==> config.mk <==
export PLATFORM = sky130hd
export DESIGN_NAME = spi_reg_bridge
export DESIGN_NICKNAME = d
export VERILOG_FILES = /design/src/rtl/srb_pkg.sv /design/src/rtl/srb_spi_phy.sv /design/src/rtl/srb_regfile.sv /design/src/rtl/srb_frame_fsm.sv /design/src/rtl/spi_reg_bridge.sv
export SDC_FILE = /design/constraint.sdc
export NUM_CORES = 1
export LEC_CHECK = 0
export BUFFER_PORTS_ARGS = -buffer_cell sky130_fd_sc_hd__buf_2
export CAP_MARGIN = 5
export CORE_AREA = 2 2 243 245
export CTS_BUF_LIST = sky130_fd_sc_hd__clkbuf_4
export DETAILED_ROUTE_END_ITERATION = 7
export DIE_AREA = 0 0 245 247
export GPL_TIMING_DRIVEN = 0
export HOLD_SLACK_MARGIN = 0.15
export PLACE_DENSITY_LB_ADDON = 0.25
export SETUP_SLACK_MARGIN = 0.4
export SYNTH_ARGS = -nofsm -noshare
export SYNTH_HDL_FRONTEND = slang
export SYNTH_SLANG_ARGS = --single-unit
==> constraint.sdc <==
create_clock -name clk -period 8.3 [get_ports clk]
set_input_delay 0.415 -clock clk [delete_from_list [all_inputs] [get_ports clk]]
set_output_delay 0.415 -clock clk [all_outputs]
set_load 0.005 [all_outputs]
==> src/rtl/srb_pkg.sv <==
package srb_pkg;

    typedef enum logic [3:0] {
        ST_CMD, ST_WADDR, ST_WDATA, ST_CDATA, ST_RADDR,
        ST_RDUMMY, ST_RMARK, ST_RDATA, ST_STAT, ST_SKIP
    } frame_state_t;

    localparam logic [31:0] OP_WRITE   = 32'h0000_0011;
    localparam logic [31:0] OP_CFG_A   = 32'h0001_0011;
    localparam logic [31:0] OP_CFG_B   = 32'h0002_0011;
    localparam logic [31:0] OP_CFG_C   = 32'h0003_0011;
    localparam logic [31:0] OP_STATUS  = 32'h0000_00FF;
    localparam logic [31:0] RD_MARKER  = 32'h0000_00AA;
    localparam logic [15:0] OP_READ_LO = 16'h0077;
    localparam logic [15:0] DEV_ID     = 16'h1608;

    // flag vector: [0] wr_err [1] wr_ovf [2] unfinished [3] rd_err [4] rd_under [5] bad_marker
    localparam int NFLAGS = 6;

    function automatic logic [31:0] status_word(input logic [NFLAGS-1:0] f);
        return {DEV_ID, 5'b0, f[5:3], 5'b0, f[2:0]};
    endfunction

endpackage

==> src/rtl/srb_spi_phy.sv <==
module srb_spi_phy #(
    parameter int SYNC_STAGES = 2
) (
    input  logic       clk,
    input  logic       rst_n,
    input  logic       sclk,
    input  logic       cs_n,
    input  logic       mosi,
    input  logic [7:0] tx_byte,
    output logic       miso,
    output logic       rx_valid,
    output logic [7:0] rx_byte,
    output logic       cs_end,
    output logic       mid_byte
);
    logic [SYNC_STAGES-1:0] sclk_q, cs_q, mosi_q;
    logic sclk_d, cs_d;
    logic sclk_s, cs_s, mosi_s, sclk_rise, sclk_fall;
    logic [2:0] bit_cnt;
    logic [7:0] rx_sr, tx_sr;

    always_ff @(posedge clk or negedge rst_n) begin
        if (!rst_n) begin
            sclk_q <= '0;
            cs_q   <= '1;
            mosi_q <= '0;
            sclk_d <= 1'b0;
            cs_d   <= 1'b1;
        end else begin
            sclk_q <= {sclk_q[SYNC_STAGES-2:0], sclk};
            cs_q   <= {cs_q[SYNC_STAGES-2:0], cs_n};
            mosi_q <= {mosi_q[SYNC_STAGES-2:0], mosi};
            sclk_d <= sclk_s;
            cs_d   <= cs_s;
        end
    end

    assign sclk_s    = sclk_q[SYNC_STAGES-1];
    assign cs_s      = cs_q[SYNC_STAGES-1];
    assign mosi_s    = mosi_q[SYNC_STAGES-1];
    assign sclk_rise = sclk_s & ~sclk_d & ~cs_s;
    assign sclk_fall = ~sclk_s & sclk_d & ~cs_s;
    assign cs_end    = cs_s & ~cs_d;
    assign mid_byte  = (bit_cnt != 3'd0);
    assign miso      = tx_sr[7];

    always_ff @(posedge clk or negedge rst_n) begin
        if (!rst_n) begin
            bit_cnt  <= '0;
            rx_sr    <= '0;
            tx_sr    <= '0;
            rx_valid <= 1'b0;
            rx_byte  <= '0;
        end else if (cs_s) begin
            bit_cnt  <= '0;
            tx_sr    <= '0;
            rx_valid <= 1'b0;
        end else begin
            rx_valid <= 1'b0;
            if (sclk_rise) begin
                rx_sr   <= {rx_sr[6:0], mosi_s};
                bit_cnt <= bit_cnt + 3'd1;
                if (bit_cnt == 3'd7) begin
                    rx_valid <= 1'b1;
                    rx_byte  <= {rx_sr[6:0], mosi_s};
                end
            end
            if (sclk_fall) begin
                tx_sr <= (bit_cnt == 3'd0) ? tx_byte : {tx_sr[6:0], 1'b0};
            end
        end
    end


    byte_on_rise_chk: assert property (@(posedge clk) disable iff (!rst_n)
        rx_valid |-> $past(sclk_rise));


    miso_idle_chk: assert property (@(posedge clk) disable iff (!rst_n)
        $past(cs_s) |-> !miso);

endmodule

==> src/rtl/srb_regfile.sv <==
module srb_regfile #(
    parameter int WORDS = 16
) (
    input  logic        clk,
    input  logic        rst_n,
    input  logic        we,
    input  logic [31:0] addr,
    input  logic [31:0] wdata,
    output logic        hit,
    output logic [31:0] rdata
);
    localparam int IW = (WORDS > 1) ? $clog2(WORDS) : 1;

    logic [31:0]   mem [WORDS];
    logic [IW-1:0] idx;

    assign idx   = addr[IW+1:2];
    assign hit   = (addr[1:0] == 2'b00) && (addr[31:2] < 30'(WORDS));
    assign rdata = hit ? mem[idx] : '0;

    always_ff @(posedge clk or negedge rst_n) begin
        if (!rst_n) begin
            for (int i = 0; i < WORDS; i++) mem[i] <= '0;
        end else if (we && hit) begin
            mem[idx] <= wdata;
        end
    end


    wr_hit_chk: assert property (@(posedge clk) disable iff (!rst_n)
        we |-> hit);

endmodule

==> src/rtl/srb_frame_fsm.sv <==
module srb_frame_fsm
    import srb_pkg::*;
#(
    parameter int MAX_BYTES = 60000
) (
    input  logic        clk,
    input  logic        rst_n,
    input  logic        rx_valid,
    input  logic [7:0]  rx_byte,
    input  logic        cs_end,
    input  logic        mid_byte,
    output logic [7:0]  tx_byte,
    output logic        bus_we,
    output logic [31:0] bus_addr,
    output logic [31:0] bus_wdata,
    input  logic        bus_hit,
    input  logic [31:0] bus_rdata,
    output logic [31:0] cfg_a,
    output logic [31:0] cfg_b,
    output logic [31:0] cfg_ctrl
);
    localparam int MAXW = MAX_BYTES / 4;
    localparam int CW   = $clog2(MAXW + 2);

    frame_state_t      state_q, state_d;
    logic [1:0]        byte_idx_q;
    logic [23:0]       word_lo_q;
    logic [31:0]       addr_q, tx_word_q;
    logic [CW-1:0]     wcnt_q;
    logic [15:0]       rcount_q, rleft_q;
    logic [1:0]        cfg_sel_q;
    logic [NFLAGS-1:0] flags_q, flag_set;
    logic              word_done, at_limit, rd_ok, marker_ok, stat_clr, partial;
    logic [31:0]       word_in;

    assign word_done = rx_valid && (byte_idx_q == 2'd3) && !cs_end;
    assign word_in   = {rx_byte, word_lo_q};
    assign at_limit  = (int'(wcnt_q) >= MAXW);
    assign rd_ok     = (rcount_q != 16'd0) && (int'(rcount_q) <= MAXW);
    assign marker_ok = (word_in == RD_MARKER);
    assign stat_clr  = word_done && (state_q == ST_STAT);
    assign partial   = mid_byte || (byte_idx_q != 2'd0);
    assign tx_byte   = 8'(tx_word_q >> {byte_idx_q, 3'b000});

    assign bus_addr  = (state_q == ST_RDATA) ? addr_q + 32'd4 : addr_q;
    assign bus_wdata = word_in;
    assign bus_we    = word_done && (state_q == ST_WDATA) && !at_limit && bus_hit;

    // state register
    always_ff @(posedge clk or negedge rst_n) begin
        if (!rst_n) state_q <= ST_CMD;
        else        state_q <= state_d;
    end

    // next state
    always_comb begin
        state_d = state_q;
        if (cs_end) begin
            state_d = ST_CMD;
        end else if (word_done) begin
            unique case (state_q)
                ST_CMD: begin
                    if (word_in == OP_WRITE)                          state_d = ST_WADDR;
                    else if (word_in == OP_CFG_A || word_in == OP_CFG_B ||
                             word_in == OP_CFG_C)                     state_d = ST_CDATA;
                    else if (word_in[15:0] == OP_READ_LO)             state_d = ST_RADDR;
                    else if (word_in == OP_STATUS)                    state_d = ST_STAT;
                    else                                              state_d = ST_SKIP;
                end
                ST_WADDR:  state_d = ST_WDATA;
                ST_WDATA:  state_d = ST_WDATA;
                ST_CDATA:  state_d = ST_SKIP;
                ST_RADDR:  state_d = ST_RDUMMY;
                ST_RDUMMY: state_d = ST_RMARK;
                ST_RMARK:  state_d = (marker_ok && rd_ok) ? ST_RDATA : ST_SKIP;
                ST_RDATA:  state_d = ST_RDATA;
                ST_STAT:   state_d = ST_SKIP;
                ST_SKIP:   state_d = ST_SKIP;
                default:   state_d = ST_CMD;
            endcase
        end
    end

    // flag events
    always_comb begin
        flag_set = '0;
        if (word_done && state_q == ST_WDATA) begin
            flag_set[0] = !at_limit && !bus_hit;
            flag_set[1] = at_limit;
        end
        flag_set[2] = cs_end && (partial || state_q == ST_WADDR || state_q == ST_CDATA ||
                                 (state_q == ST_WDATA && wcnt_q == '0));
        if (word_done && state_q == ST_RMARK) begin
            flag_set[3] = marker_ok && !rd_ok;
            flag_set[5] = !marker_ok;
        end
        flag_set[4] = word_done && (state_q == ST_RDATA) && (rleft_q == 16'd0);
    end

    // outputs and datapath
    always_ff @(posedge clk or negedge rst_n) begin
        if (!rst_n) begin
            byte_idx_q <= '0;
            word_lo_q  <= '0;
            addr_q     <= '0;
            tx_word_q  <= '0;
            wcnt_q     <= '0;
            rcount_q   <= '0;
            rleft_q    <= '0;
            cfg_sel_q  <= '0;
            flags_q    <= '0;
            cfg_a      <= '0;
            cfg_b      <= '0;
            cfg_ctrl   <= '0;
        end else begin
            flags_q <= (stat_clr ? '0 : flags_q) | flag_set;
            if (cs_end) begin
                byte_idx_q <= '0;
                tx_word_q  <= '0;
            end else if (rx_valid) begin
                byte_idx_q <= byte_idx_q + 2'd1;
                word_lo_q  <= {rx_byte, word_lo_q[23:8]};
            end
            if (word_done) begin
                unique case (state_q)
                    ST_CMD: begin
                        tx_word_q <= (word_in == OP_STATUS) ? status_word(flags_q) : '0;
                        rcount_q  <= word_in[31:16];
                        cfg_sel_q <= word_in[17:16];
                    end
                    ST_WADDR: begin
                        addr_q <= word_in;
                        wcnt_q <= '0;
                    end
                    ST_WDATA: begin
                        if (!at_limit) begin
                            wcnt_q <= wcnt_q + 1'b1;
                            addr_q <= addr_q + 32'd4;
                        end
                    end
                    ST_CDATA: begin
                        unique case (cfg_sel_q)
                            2'd1:    cfg_a    <= word_in;
                            2'd2:    cfg_b    <= word_in;
                            2'd3:    cfg_ctrl <= word_in;
                            default: ;
                        endcase
                    end
                    ST_RADDR: addr_q <= word_in;
                    ST_RMARK: begin
                        if (marker_ok && rd_ok) begin
                            tx_word_q <= bus_rdata;
                            rleft_q   <= rcount_q;
                        end else begin
                            tx_word_q <= '0;
                        end
                    end
                    ST_RDATA: begin
                        if (rleft_q != 16'd0) rleft_q <= rleft_q - 16'd1;
                        if (rleft_q > 16'd1) begin
                            addr_q    <= addr_q + 32'd4;
                            tx_word_q <= bus_rdata;
                        end else begin
                            tx_word_q <= '0;
                        end
                    end
                    default: tx_word_q <= '0;
                endcase
            end
        end
    end


    sticky_flags_chk: assert property (@(posedge clk) disable iff (!rst_n)
        (|($past(flags_q) & ~flags_q)) |-> $past(stat_clr));


    release_to_cmd_chk: assert property (@(posedge clk) disable iff (!rst_n)
        cs_end |=> state_q == ST_CMD);


    skip_silent_chk: assert property (@(posedge clk) disable iff (!rst_n)
        (state_q == ST_SKIP) |-> tx_word_q == '0);


    addr_step_chk: assert property (@(posedge clk) disable iff (!rst_n)
        bus_we |=> addr_q == $past(addr_q) + 32'd4);


    write_limit_chk: assert property (@(posedge clk) disable iff (!rst_n)
        int'(wcnt_q) <= MAXW);

endmodule

==> src/rtl/spi_reg_bridge.sv <==
module spi_reg_bridge #(
    parameter int WORDS       = 16,
    parameter int MAX_BYTES   = 60000,
    parameter int SYNC_STAGES = 2
) (
    input  logic        clk,
    input  logic        rst_n,
    input  logic        spi_sclk,
    input  logic        spi_cs_n,
    input  logic        spi_mosi,
    output logic        spi_miso,
    output logic [31:0] cfg_a,
    output logic [31:0] cfg_b,
    output logic [31:0] cfg_ctrl
);
    logic        rx_valid, cs_end, mid_byte, bus_we, bus_hit;
    logic [7:0]  rx_byte, tx_byte;
    logic [31:0] bus_addr, bus_wdata, bus_rdata;

    srb_spi_phy #(.SYNC_STAGES(SYNC_STAGES)) u_phy (
        .clk(clk), .rst_n(rst_n), .sclk(spi_sclk), .cs_n(spi_cs_n), .mosi(spi_mosi),
        .tx_byte(tx_byte), .miso(spi_miso), .rx_valid(rx_valid), .rx_byte(rx_byte),
        .cs_end(cs_end), .mid_byte(mid_byte)
    );

    srb_frame_fsm #(.MAX_BYTES(MAX_BYTES)) u_fsm (
        .clk(clk), .rst_n(rst_n), .rx_valid(rx_valid), .rx_byte(rx_byte),
        .cs_end(cs_end), .mid_byte(mid_byte), .tx_byte(tx_byte),
        .bus_we(bus_we), .bus_addr(bus_addr), .bus_wdata(bus_wdata),
        .bus_hit(bus_hit), .bus_rdata(bus_rdata),
        .cfg_a(cfg_a), .cfg_b(cfg_b), .cfg_ctrl(cfg_ctrl)
    );

    srb_regfile #(.WORDS(WORDS)) u_rf (
        .clk(clk), .rst_n(rst_n), .we(bus_we), .addr(bus_addr), .wdata(bus_wdata),
        .hit(bus_hit), .rdata(bus_rdata)
    );

endmodule

==> results.yml, run 1 <==
yosys:
  synthTopCellsByArea: "dfrtp_1, mux2_2, mux4_2, clkbuf_1, o21ai_0"
  syn_area_sq_um: 36100
  syn_area_per_cell_sq_um: 13.8
  ys_warn_count: 0
  ys_async_sr_fraction_pct: 100
  synthTopCellsByCount: "dfrtp_1, mux2_2, clkbuf_1"
  syn_inst: 2622
  synth_cell_types: 63
  seq_area_frac_synth_pct: 54.8
  synth-edff-count: 0
  syn_nets: 2637
  yosys.area.top_type: "dfrtp_1"
  synth_ff_type: "dfrtp_1"
  yosysMostFrequentCell: "dfrtp_1"
  synth_top_area_share_pct: 54.5
  ys_ff_latch: 789
final_layout:
  drive_above_1_share_pct: 40.9
  fin_nets: 2958
  areaGrowthSynthToFinish_pct: 11.8
  postLayoutCoreUtil_pct: 69.2
  final_cells: 3855
  final_design_area_no_fill_sq_um: 40300
clock_tree:
  cts_resized: 0
  root_buffer: "clkbuf_4"
  cts.sinks: 789
  htree_levels: 4
  numCtsBuffers: 203
  cts_setup_buffers: 0
  clockBufferDepth: 3
  clk_transition_reported_paths_ps: 60
  clock_latency_ps: 1100
  cts_tree: "done"
timing:
  worst_slew_pin_slew_ps: 1350
  post-route-period-util_pct: 72.5
  min_period_ps: 6020
  fin_setup_tns_ps: 0
  rsz0062_at_grt: "false"
  whs_ps: 355
  finalHoldViolations: 0
  slew_viol_final: 0
  setup_slack_ps: 2280
  skew_ps: 76.4
  setup_viol: 0
  max-slew-margin-rel_pct: 10.2
  fmax_ghz: 0.166
outcome:
  status: "finished, final reports clean"
setup_path:
  cp_slowest_cell: "a221oi_1"
  rr_startpoint: "u_fsm.state_q[3]$_DFFE_PN0P_"
  critPathTopFamily: "buffers and inverters"
  start_kind: "flip-flop"
  critPathArrivalTime_ps: 6910
  max_stage_delay_ps: 830
  crit_chain: "clkbuf_1, nand4b_1, buf_2, xnor2_1, clkbuf_1, buf_1, buf_2, mux4_2, a221oi_1, o21ai_0"
  critPathBufInv: 5
  crit_start: "u_fsm.state_q[3]$_DFFE_PN0P_"
  cp_num_cells: 10
  path_class: "reg2reg"
  rr_worst_depth: 10
  required_ps: 9190
  crit_fanout: 10
  end_kind: "flip-flop"
power:
  p_leak_nw: 19.6
  intPower_mw: 5.56
  p_per_area_nw_per_um2: 180
  ir_drop_uv: 164
  switching_power_mw: 1.68
  power.share.sequential_pct: 53.5
  pwr-share-comb_pct: 1.6
  finalPower_mw: 7.24
  sw_frac_of_total_pct: 23.3
  clkPwrFrac_pct: 44.9
die:
  num_rows: 89
  core-area_sq_um: 58200
  die_area_sq_um: 60500
  start_util_pct: 61.9
  io_pins: 102
  die_y_microns: 247
  die_w_microns: 245
drt:
  ant_nets: 0
  drt-wirelength-per-cell_microns: 25.7
  drtPass1Iterations: 6
  route.detailed.drc: 0
  avgViaCountPerCell: 6.44
  num_vias: 24833
  drt_iter0_drc: 2285
  drt_wl_total_microns: 99100
place:
  postPlaceCellArea_sq_um: 37700
  placed_cells: 3502
  hpwl_microns: 68900
  globalplace.congestion: 0.953
  dp_slack_ps: 2470
  port-buffer-count: 101
grt:
  grt_max_degree: 135
  grt_pass1_wl_microns: 153000
  grt-ovfl-total: 0
  track_usage_pct: 34.0
  antenna_found_initial: 4
  grt_pass1_vias: 25686
hold_path:
  hp-class: "reg2reg"
  holdPathStages: 0
  worstHoldStart: "u_phy.cs_q[0]$_DFF_PN1_"
run:
  max-cap-violations: 0
==> worst register-to-register path, stage by stage, from the launching register on <==
cell	delay [ps]
dfrtp_1	350
clkbuf_1	210
nand4b_1	570
buf_2	440
xnor2_1	750
clkbuf_1	640
buf_1	770
buf_2	550
mux4_2	590
a221oi_1	830
o21ai_0	160
==> kinds of logic (layout without fill, tap and decap cells) <==
kind of cell,after synthesis,count (layout),share of synthesized area (%)
adders and majority gates,10,10,0.347
AOI/OAI and AO/OA,326,326,5.97
other,0,1,0
DFF,789,789,54.8
buffers and inverters,250,709,2.80
xor gates and xnor gates,26,26,0.631
and+or+nand+nor,403,403,5.75
muxes,818,818,29.7
==> power groups by stage <==
stage | clock (mW) | combinational [mW] | sequential [mW]
final | 3.25 | 0.119 | 3.88
after global routing | 3.53 | 0.138 | 3.87
after CTS | 3.31 | 0.124 | 3.88
after detailed placement | 0 | 0.119 | 3.95
after global placement | 0 | 0.102 | 3.95
after floorplan | 0 | 0.0245 | 3.94
==> layer usage <==
metal / GRT usage [%] / share of wire (%) / vias to the layer above
li1: - / - / 10504
met1: 45.8 / 41 / 13004
met2: 52.2 / 47 / 1063
met3: 8.99 / 7.7 / 258
met4: 15.4 / 4.4 / 4
met5: 0 / 0.024 / -
==> flip-flops by register name, summed over array words and instances (netlist names), 2 cells and up <==
register / count
u_phy.sclk_q: 2
u_phy.mosi_q: 2
u_phy.cs_q: 2
u_phy.tx_sr: 8
u_phy.rx_byte: 8
u_fsm.byte_idx_q: 2
u_fsm.wcnt_q: 14
u_phy.bit_cnt: 3
u_fsm.state_q: 4
u_fsm.cfg_ctrl: 32
u_rf.mem: 512
u_fsm.cfg_b: 32
u_fsm.tx_word_q: 32
u_fsm.word_lo_q: 24
u_fsm.addr_q: 32
u_fsm.rleft_q: 16
u_fsm.flags_q: 6
u_fsm.cfg_a: 32
u_fsm.rcount_q: 15
u_phy.rx_sr: 7
==> cell usage in the layout (no fill, tap or decap), drive strengths merged, types with 5 or more instances in the layout <==
master	count
a211oi	5
a21oi	81
a221oi	33
a22o	36
a22oi	14
a31oi	8
and2	9
and3	17
and4	6
buf	164
clkbuf	464
clkinv	44
dfrtp	786
dlygate4sd3	8
ha	10
inv	25
mux2	667
mux2i	15
mux4	136
nand2	102
nand2b	9
nand3	50
nand4	27
nor2	97
nor3	44
nor4	24
o21ai	90
o22ai	13
o2bb2ai	5
o31ai	6
xnor2	15
xor2	11
==> final cells by class <==
class                      count  area, sq um
multi-input combinational   1583        15300
fill                        4111        17900
sequential                   789        19700
inverter                      20         75.1
clock inverter                53          314
clock buffer                 290         2180
timing repair buffer         116          788
buffer                       230          935
antenna                        1         2.50
tap                          773          967
==> path summary, 6_finish.rpt <==
check                                                 to  slack, ps
max                        u_fsm.tx_word_q[27]$_DFF_PN0_       2280
min                              u_phy.cs_q[1]$_DFF_PN1_        360
max reg2reg                u_fsm.tx_word_q[27]$_DFF_PN0_       2280
min reg2reg                      u_phy.cs_q[1]$_DFF_PN1_        360
max in group asynchronous   u_fsm.addr_q[13]$_DFFE_PN0P_       6560
min in group asynchronous      u_rf.mem[227]$_DFFE_PN0P_        530
==> timing repair <==
item / 4_1_cts / 5_1_grt
setup endpoints to repair: 0 / 0
hold endpoints to repair: 267 / 0
hold buffers: 9 / 0
Power figures use the tool's default switching activity.
==> run 2: changes to the inputs <==
--- a/config.mk
+++ b/config.mk
@@ -7,10 +7,10 @@
 export LEC_CHECK = 0
 export BUFFER_PORTS_ARGS = -buffer_cell sky130_fd_sc_hd__buf_2
 export CAP_MARGIN = 5
-export CORE_AREA = 2 2 243 245
+export CORE_AREA = 2 2 251 253
 export CTS_BUF_LIST = sky130_fd_sc_hd__clkbuf_4
 export DETAILED_ROUTE_END_ITERATION = 7
-export DIE_AREA = 0 0 245 247
+export DIE_AREA = 0 0 253 255
 export GPL_TIMING_DRIVEN = 0
 export HOLD_SLACK_MARGIN = 0.15
 export PLACE_DENSITY_LB_ADDON = 0.25
==> constraint.sdc (replaced) <==
create_clock -name clk -period 5.2 [get_ports clk]
set_input_delay 0.26 -clock clk [delete_from_list [all_inputs] [get_ports clk]]
set_output_delay 0.26 -clock clk [all_outputs]
set_load 0.005 [all_outputs]
==> results.yml, run 2 (synthesis gave the netlist of run 1 again) <==
outcome:
  status: "finished, final reports clean"
clock_tree:
  clockBufferDepth: 3
  numCtsBuffers: 203
  clk_transition_reported_paths_ps: 70
  htree_levels: 4
  cts.sinks: 789
  cts_tree: "done"
  clock_latency_ps: 1080
  root_buffer: "clkbuf_4"
drt:
  drt_wl_total_microns: 101000
  drt_iter0_drc: 2398
  drtPass1Iterations: 6
  num_vias: 24936
  route.detailed.drc: 0
  ant_nets: 0
  avgViaCountPerCell: 6.40
  drt-wirelength-per-cell_microns: 25.9
final_layout:
  postLayoutCoreUtil_pct: 65.3
  fill_cells: 4615
  final_common_cell: "dfrtp_1"
  drive_above_1_share_pct: 41.9
  mostFrequentLayoutCells: "dfrtp_1, mux2_2, clkbuf_4"
  areaGrowthSynthToFinish_pct: 12.6
  regMostFlops: "u_rf.mem"
  final_cells: 3898
  fin_nets: 2963
  largest_reg_flops: 512
timing:
  slew_viol_final: 0
  post-route-period-util_pct: 90.7
  fmax_ghz: 0.212
  max-slew-margin-rel_pct: 14.3
  whs_ps: 265
  setup_viol: 0
  fin_setup_tns_ps: 0
  finalHoldViolations: 0
  rsz0062_at_grt: "false"
  min_period_ps: 4720
  worst_slew_pin_slew_ps: 1280
  skew_ps: 55.5
die:
  die_area_sq_um: 64500
  die_y_microns: 255
  die_w_microns: 253
  io_pins: 102
  start_util_pct: 58.0
  core-area_sq_um: 62200
  num_rows: 92
setup_path:
  max_stage_delay_ps: 660
  critPathBufInv: 4
  cp_slowest_cell: "clkdlybuf4s15_2"
  path_class: "reg2reg"
  crit_chain: "clkbuf_1, nand4b_1, buf_2, xnor2_2, clkbuf_2, clkdlybuf4s15_2, mux4_2, a22o_1, a221oi_1, o21ai_0"
  required_ps: 6120
  critPathTopFamily: "buffers and inverters"
  end_kind: "flip-flop"
  crit_fanout: 10
  critPathArrivalTime_ps: 5640
  start_kind: "flip-flop"
power:
  finalPower_mw: 11.7
  ir_drop_uv: 249
  p_per_area_nw_per_um2: 288
  p_leak_nw: 19.8
grt:
  antenna_found_initial: 6
  grt_pass1_vias: 25278
  grt-ovfl-total: 0
  grt_pass1_wl_microns: 154000
  track_usage_pct: 32.2
  grt_max_degree: 127
place:
  placed_cells: 3529
  hpwl_microns: 70600
  globalplace.congestion: 0.944
  port-buffer-count: 101
run:
  max-cap-violations: 0
hold_path:
  hp-class: "in2async"
==> run 2: changes by cell type in the layout (fill, tap and decap cells not counted), moves of 4 or more <==
cell      before  now
clkbuf_4     290  301
inv_6          1    5
buf_4          5    9
clkbuf_2       0   10
clkbuf_1     174  164
a221oi_2       0    8
buf_1         14   10
a221oi_1      33   25
==> run 2: final timing paths <==
| path | startpoint | endpoint | slack (ps) | cells after the start |
|---|---|---|---|---|
| max | u_fsm.state_q[3]$_DFFE_PN0P_ | u_fsm.tx_word_q[19]$_DFF_PN0_ | 480 | 10 |
| min in group clk | u_phy.mosi_q[0]$_DFF_PN0_ | u_phy.mosi_q[1]$_DFF_PN0_ | 330 | 0 |
| max reg2reg | u_fsm.state_q[3]$_DFFE_PN0P_ | u_fsm.tx_word_q[19]$_DFF_PN0_ | 480 | 10 |
| max in group asynchronous | rst_n | u_fsm.cfg_b[24]$_DFFE_PN0P_ | 2730 | 8 |
| min reg2reg | u_phy.mosi_q[0]$_DFF_PN0_ | u_phy.mosi_q[1]$_DFF_PN0_ | 330 | 0 |
| min | rst_n | u_rf.mem[295]$_DFFE_PN0P_ | 270 | 4 |
==> run 2: final cells by class <==
type | count | area, sq um | share of cell area (%)
inverter | 20 | 75.1 | 0.185
tap | 799 | 1000 | 2.46
clock inverter | 52 | 308 | 0.758
multi-input combinational | 1583 | 15400 | 37.9
clock buffer | 300 | 2250 | 5.55
timing repair buffer | 121 | 853 | 2.10
antenna | 4 | 10.0 | 0.0247
buffer | 230 | 975 | 2.40
sequential | 789 | 19700 | 48.6
==> run 2: routing by layer <==
| layer | up-vias | share of wire (%) | global-route usage [%] |
|---|---|---|---|
| li1 | 10514 | - | - |
| met1 | 13080 | 41 | 44.8 |
| met2 | 1129 | 48 | 50.3 |
| met3 | 213 | 7.6 | 6.49 |
| met4 | 0 | 3.5 | 12.8 |
| met5 | - | 0 | 0 |
==> run 2: power by group <==
group / internal, mW / leakage (nW) / switching (mW)
registers: 6.17 / 11.0 / 0.0201
logic: 0.0472 / 7.27 / 0.144
clock network: 2.74 / 1.52 / 2.57
total: 8.95 / 19.8 / 2.74
==> run 2: worst reg2reg max path: cells and delay by family, from the launching register on <==
kind	cells	cell delay [ps]
and+or+nand+nor	1	510
muxes	1	630
DFF	1	360
xor gates and xnor gates	1	480
buffers and inverters	4	1720
AOI/OAI and AO/OA	3	880
==> run 2: repair_timing <==
item | in CTS | in global routing
cloned | 0 | 0
setup buffers | 0 | 2
resized for setup | 19 | 24
hold buffers | 9 | 0
hold endpoints to repair | 405 | 0
pin swaps | 0 | 1
setup endpoints to repair | 157 | 176
==> run 2: through the flow <==
stage / worst slack [ps] / cell area [sq um]
detailed placement: -592 / 37800
global placement: -11830 / 37600
global route: 421 / 40600
CTS: 431 / 40500
finish: 484 / 40600
floorplan: 1760 / 36100
==> run 3: changes to the inputs <==
--- a/config.mk
+++ b/config.mk
@@ -13,7 +13,7 @@
 export DIE_AREA = 0 0 253 255
 export GPL_TIMING_DRIVEN = 0
 export HOLD_SLACK_MARGIN = 0.15
-export PLACE_DENSITY_LB_ADDON = 0.25
+export PLACE_DENSITY_LB_ADDON = 0.05
 export SETUP_SLACK_MARGIN = 0.4
 export SYNTH_ARGS = -nofsm -noshare
 export SYNTH_HDL_FRONTEND = slang
==> results.yml, run 3 (synthesis gave the netlist of run 1 again) <==
place:
  port-buffer-count: 101
  postPlaceCellArea_sq_um: 37800
  globalplace.congestion: 0.937
  hpwl_microns: 72500
die:
  num_rows: 92
  die_w_microns: 253
  core-area_sq_um: 62200
  io_pins: 102
  start_util_pct: 58.0
  die_y_microns: 255
  die_area_sq_um: 64500
setup_path:
  end_kind: "flip-flop"
  critPathArrivalTime_ps: 5630
  cp_slowest_cell: "a221oi_1"
  critPathTopFamily: "buffers and inverters"
  crit_top_cell: "buf_2"
  start_kind: "flip-flop"
  critPathBufInv: 5
  required_ps: 6100
  crit_fanout: 10
  crit_chain: "clkbuf_1, nand4b_1, buf_2, xnor2_2, clkbuf_2, clkdlybuf4s15_2, buf_2, mux4_2, a221oi_1, o21ai_0"
  max_stage_delay_ps: 710
  path_class: "reg2reg"
final_layout:
  drive_above_1_share_pct: 41.7
  multiInputGateArea_sq_um: 15400
  final_design_area_no_fill_sq_um: 40600
  final_common_cell: "dfrtp_1"
  fill_cells: 4780
  regMostFlops: "u_rf.mem"
  seq_area_sq_um: 19700
  mostFrequentLayoutCells: "dfrtp_1, mux2_2, clkbuf_4"
  postLayoutCoreUtil_pct: 65.3
  fin_nets: 2964
  largest_reg_flops: 512
  areaGrowthSynthToFinish_pct: 12.6
timing:
  max-slew-margin-rel_pct: 15.1
  fmax_ghz: 0.212
  rsz0062_at_grt: "false"
  min_period_ps: 4720
  skew_ps: 62.1
  post-route-period-util_pct: 90.8
  finalHoldViolations: 0
  slew_viol_final: 0
  worst_slew_pin_slew_ps: 1260
  setup_viol: 0
hold_path:
  hp-class: "reg2reg"
drt:
  drtPass1Iterations: 6
  ant_nets: 0
  avgViaCountPerCell: 6.28
  route.detailed.drc: 0
  drt_iter0_drc: 2055
  drt_wl_total_microns: 103000
  drt-wirelength-per-cell_microns: 26.6
  num_vias: 24385
clock_tree:
  numCtsBuffers: 202
  clk_transition_reported_paths_ps: 70
  clockBufferDepth: 3
  htree_levels: 4
  clock_latency_ps: 1060
  root_buffer: "clkbuf_4"
  cts_tree: "done"
  cts.sinks: 789
grt:
  grt_pass1_wl_microns: 157000
  track_usage_pct: 32.9
  grt_pass1_vias: 25106
  grt_max_degree: 130
  antenna_found_initial: 4
  grt-ovfl-total: 0
run:
  max-cap-violations: 0
power:
  p_leak_nw: 19.8
  p_per_area_nw_per_um2: 290
  ir_drop_uv: 196
outcome:
  status: "finished, final reports clean"
[run 3: through the flow]
stage | power [mW] | instances | hold slack, ps | setup slack, ps | setup TNS, ps
3_3_place_gp | 6.46 | 3522 | 334 | -11900 | -9281010
2_1_floorplan | 6.33 | 2622 | -35.6 | 1760 | 0
4_1_cts | 11.9 | 3878 | 326 | 447 | 0
3_5_place_dp | 6.49 | 3529 | 243 | -917 | -13910
6_report | 11.8 | 3886 | 356 | 477 | 0
5_1_grt | 12.3 | 3884 | 366 | 401 | 0
[run 3: per-layer routing]
metal / share of wire [%] / routed length (microns) / vias to the layer above / track usage [%]
met5: 0.031 / 32 / - / 0
met4: 3.3 / 3410 / 4 / 12.5
met3: 5.9 / 6090 / 198 / 6.66
met2: 47 / 48600 / 837 / 51.2
met1: 44 / 45100 / 12840 / 46.3
li1: - / - / 10506 / -
[run 3: power by group]
part,total (mW),internal [mW],switching (mW)
sequential,6.18,6.17,0.0174
clock,5.39,2.83,2.56
combinational,0.193,0.0473,0.146
[run 3: final timing paths]
check	from	endpoint	slack, ps	depth (start not counted)
setup / recovery	u_fsm.state_q[3]$_DFFE_PN0P_	u_fsm.tx_word_q[23]$_DFF_PN0_	480	10
hold / removal	u_phy.sclk_q[0]$_DFF_PN0_	u_phy.sclk_q[1]$_DFF_PN0_	360	0
setup reg to reg	u_fsm.state_q[3]$_DFFE_PN0P_	u_fsm.tx_word_q[23]$_DFF_PN0_	480	10
hold reg to reg	u_phy.sclk_q[0]$_DFF_PN0_	u_phy.sclk_q[1]$_DFF_PN0_	360	0
max in group asynchronous	rst_n	u_rf.mem[19]$_DFFE_PN0P_	3150	6
min in group asynchronous	rst_n	u_rf.mem[357]$_DFFE_PN0P_	410	4
[run 3: final cells by class]
class                   instances  area share [%]
plain buffers                 230            2.38
inverters                      20           0.185
flip-flops and latches        789            48.6
clock inverters                51           0.992
well taps                     799            2.46
diodes                          3          0.0185
multi-input cells            1583            37.9
clock buffers                 288            5.32
repair buffers                123            2.14
[run 3: worst register-to-register path, stage by stage, from the launching register on]
cell	delay [ps]
dfrtp_1	350
clkbuf_1	210
nand4b_1	310
buf_2	300
xnor2_2	510
clkbuf_2	390
clkdlybuf4s15_2	580
buf_2	480
mux4_2	620
a221oi_1	710
o21ai_0	160
[run 3: what timing repair did]
item	CTS	global route
hold endpoints to repair	474	0
resized for setup	17	15
setup endpoints to repair	182	200
setup buffers	1	4
hold buffers	9	0
pin swaps	0	2
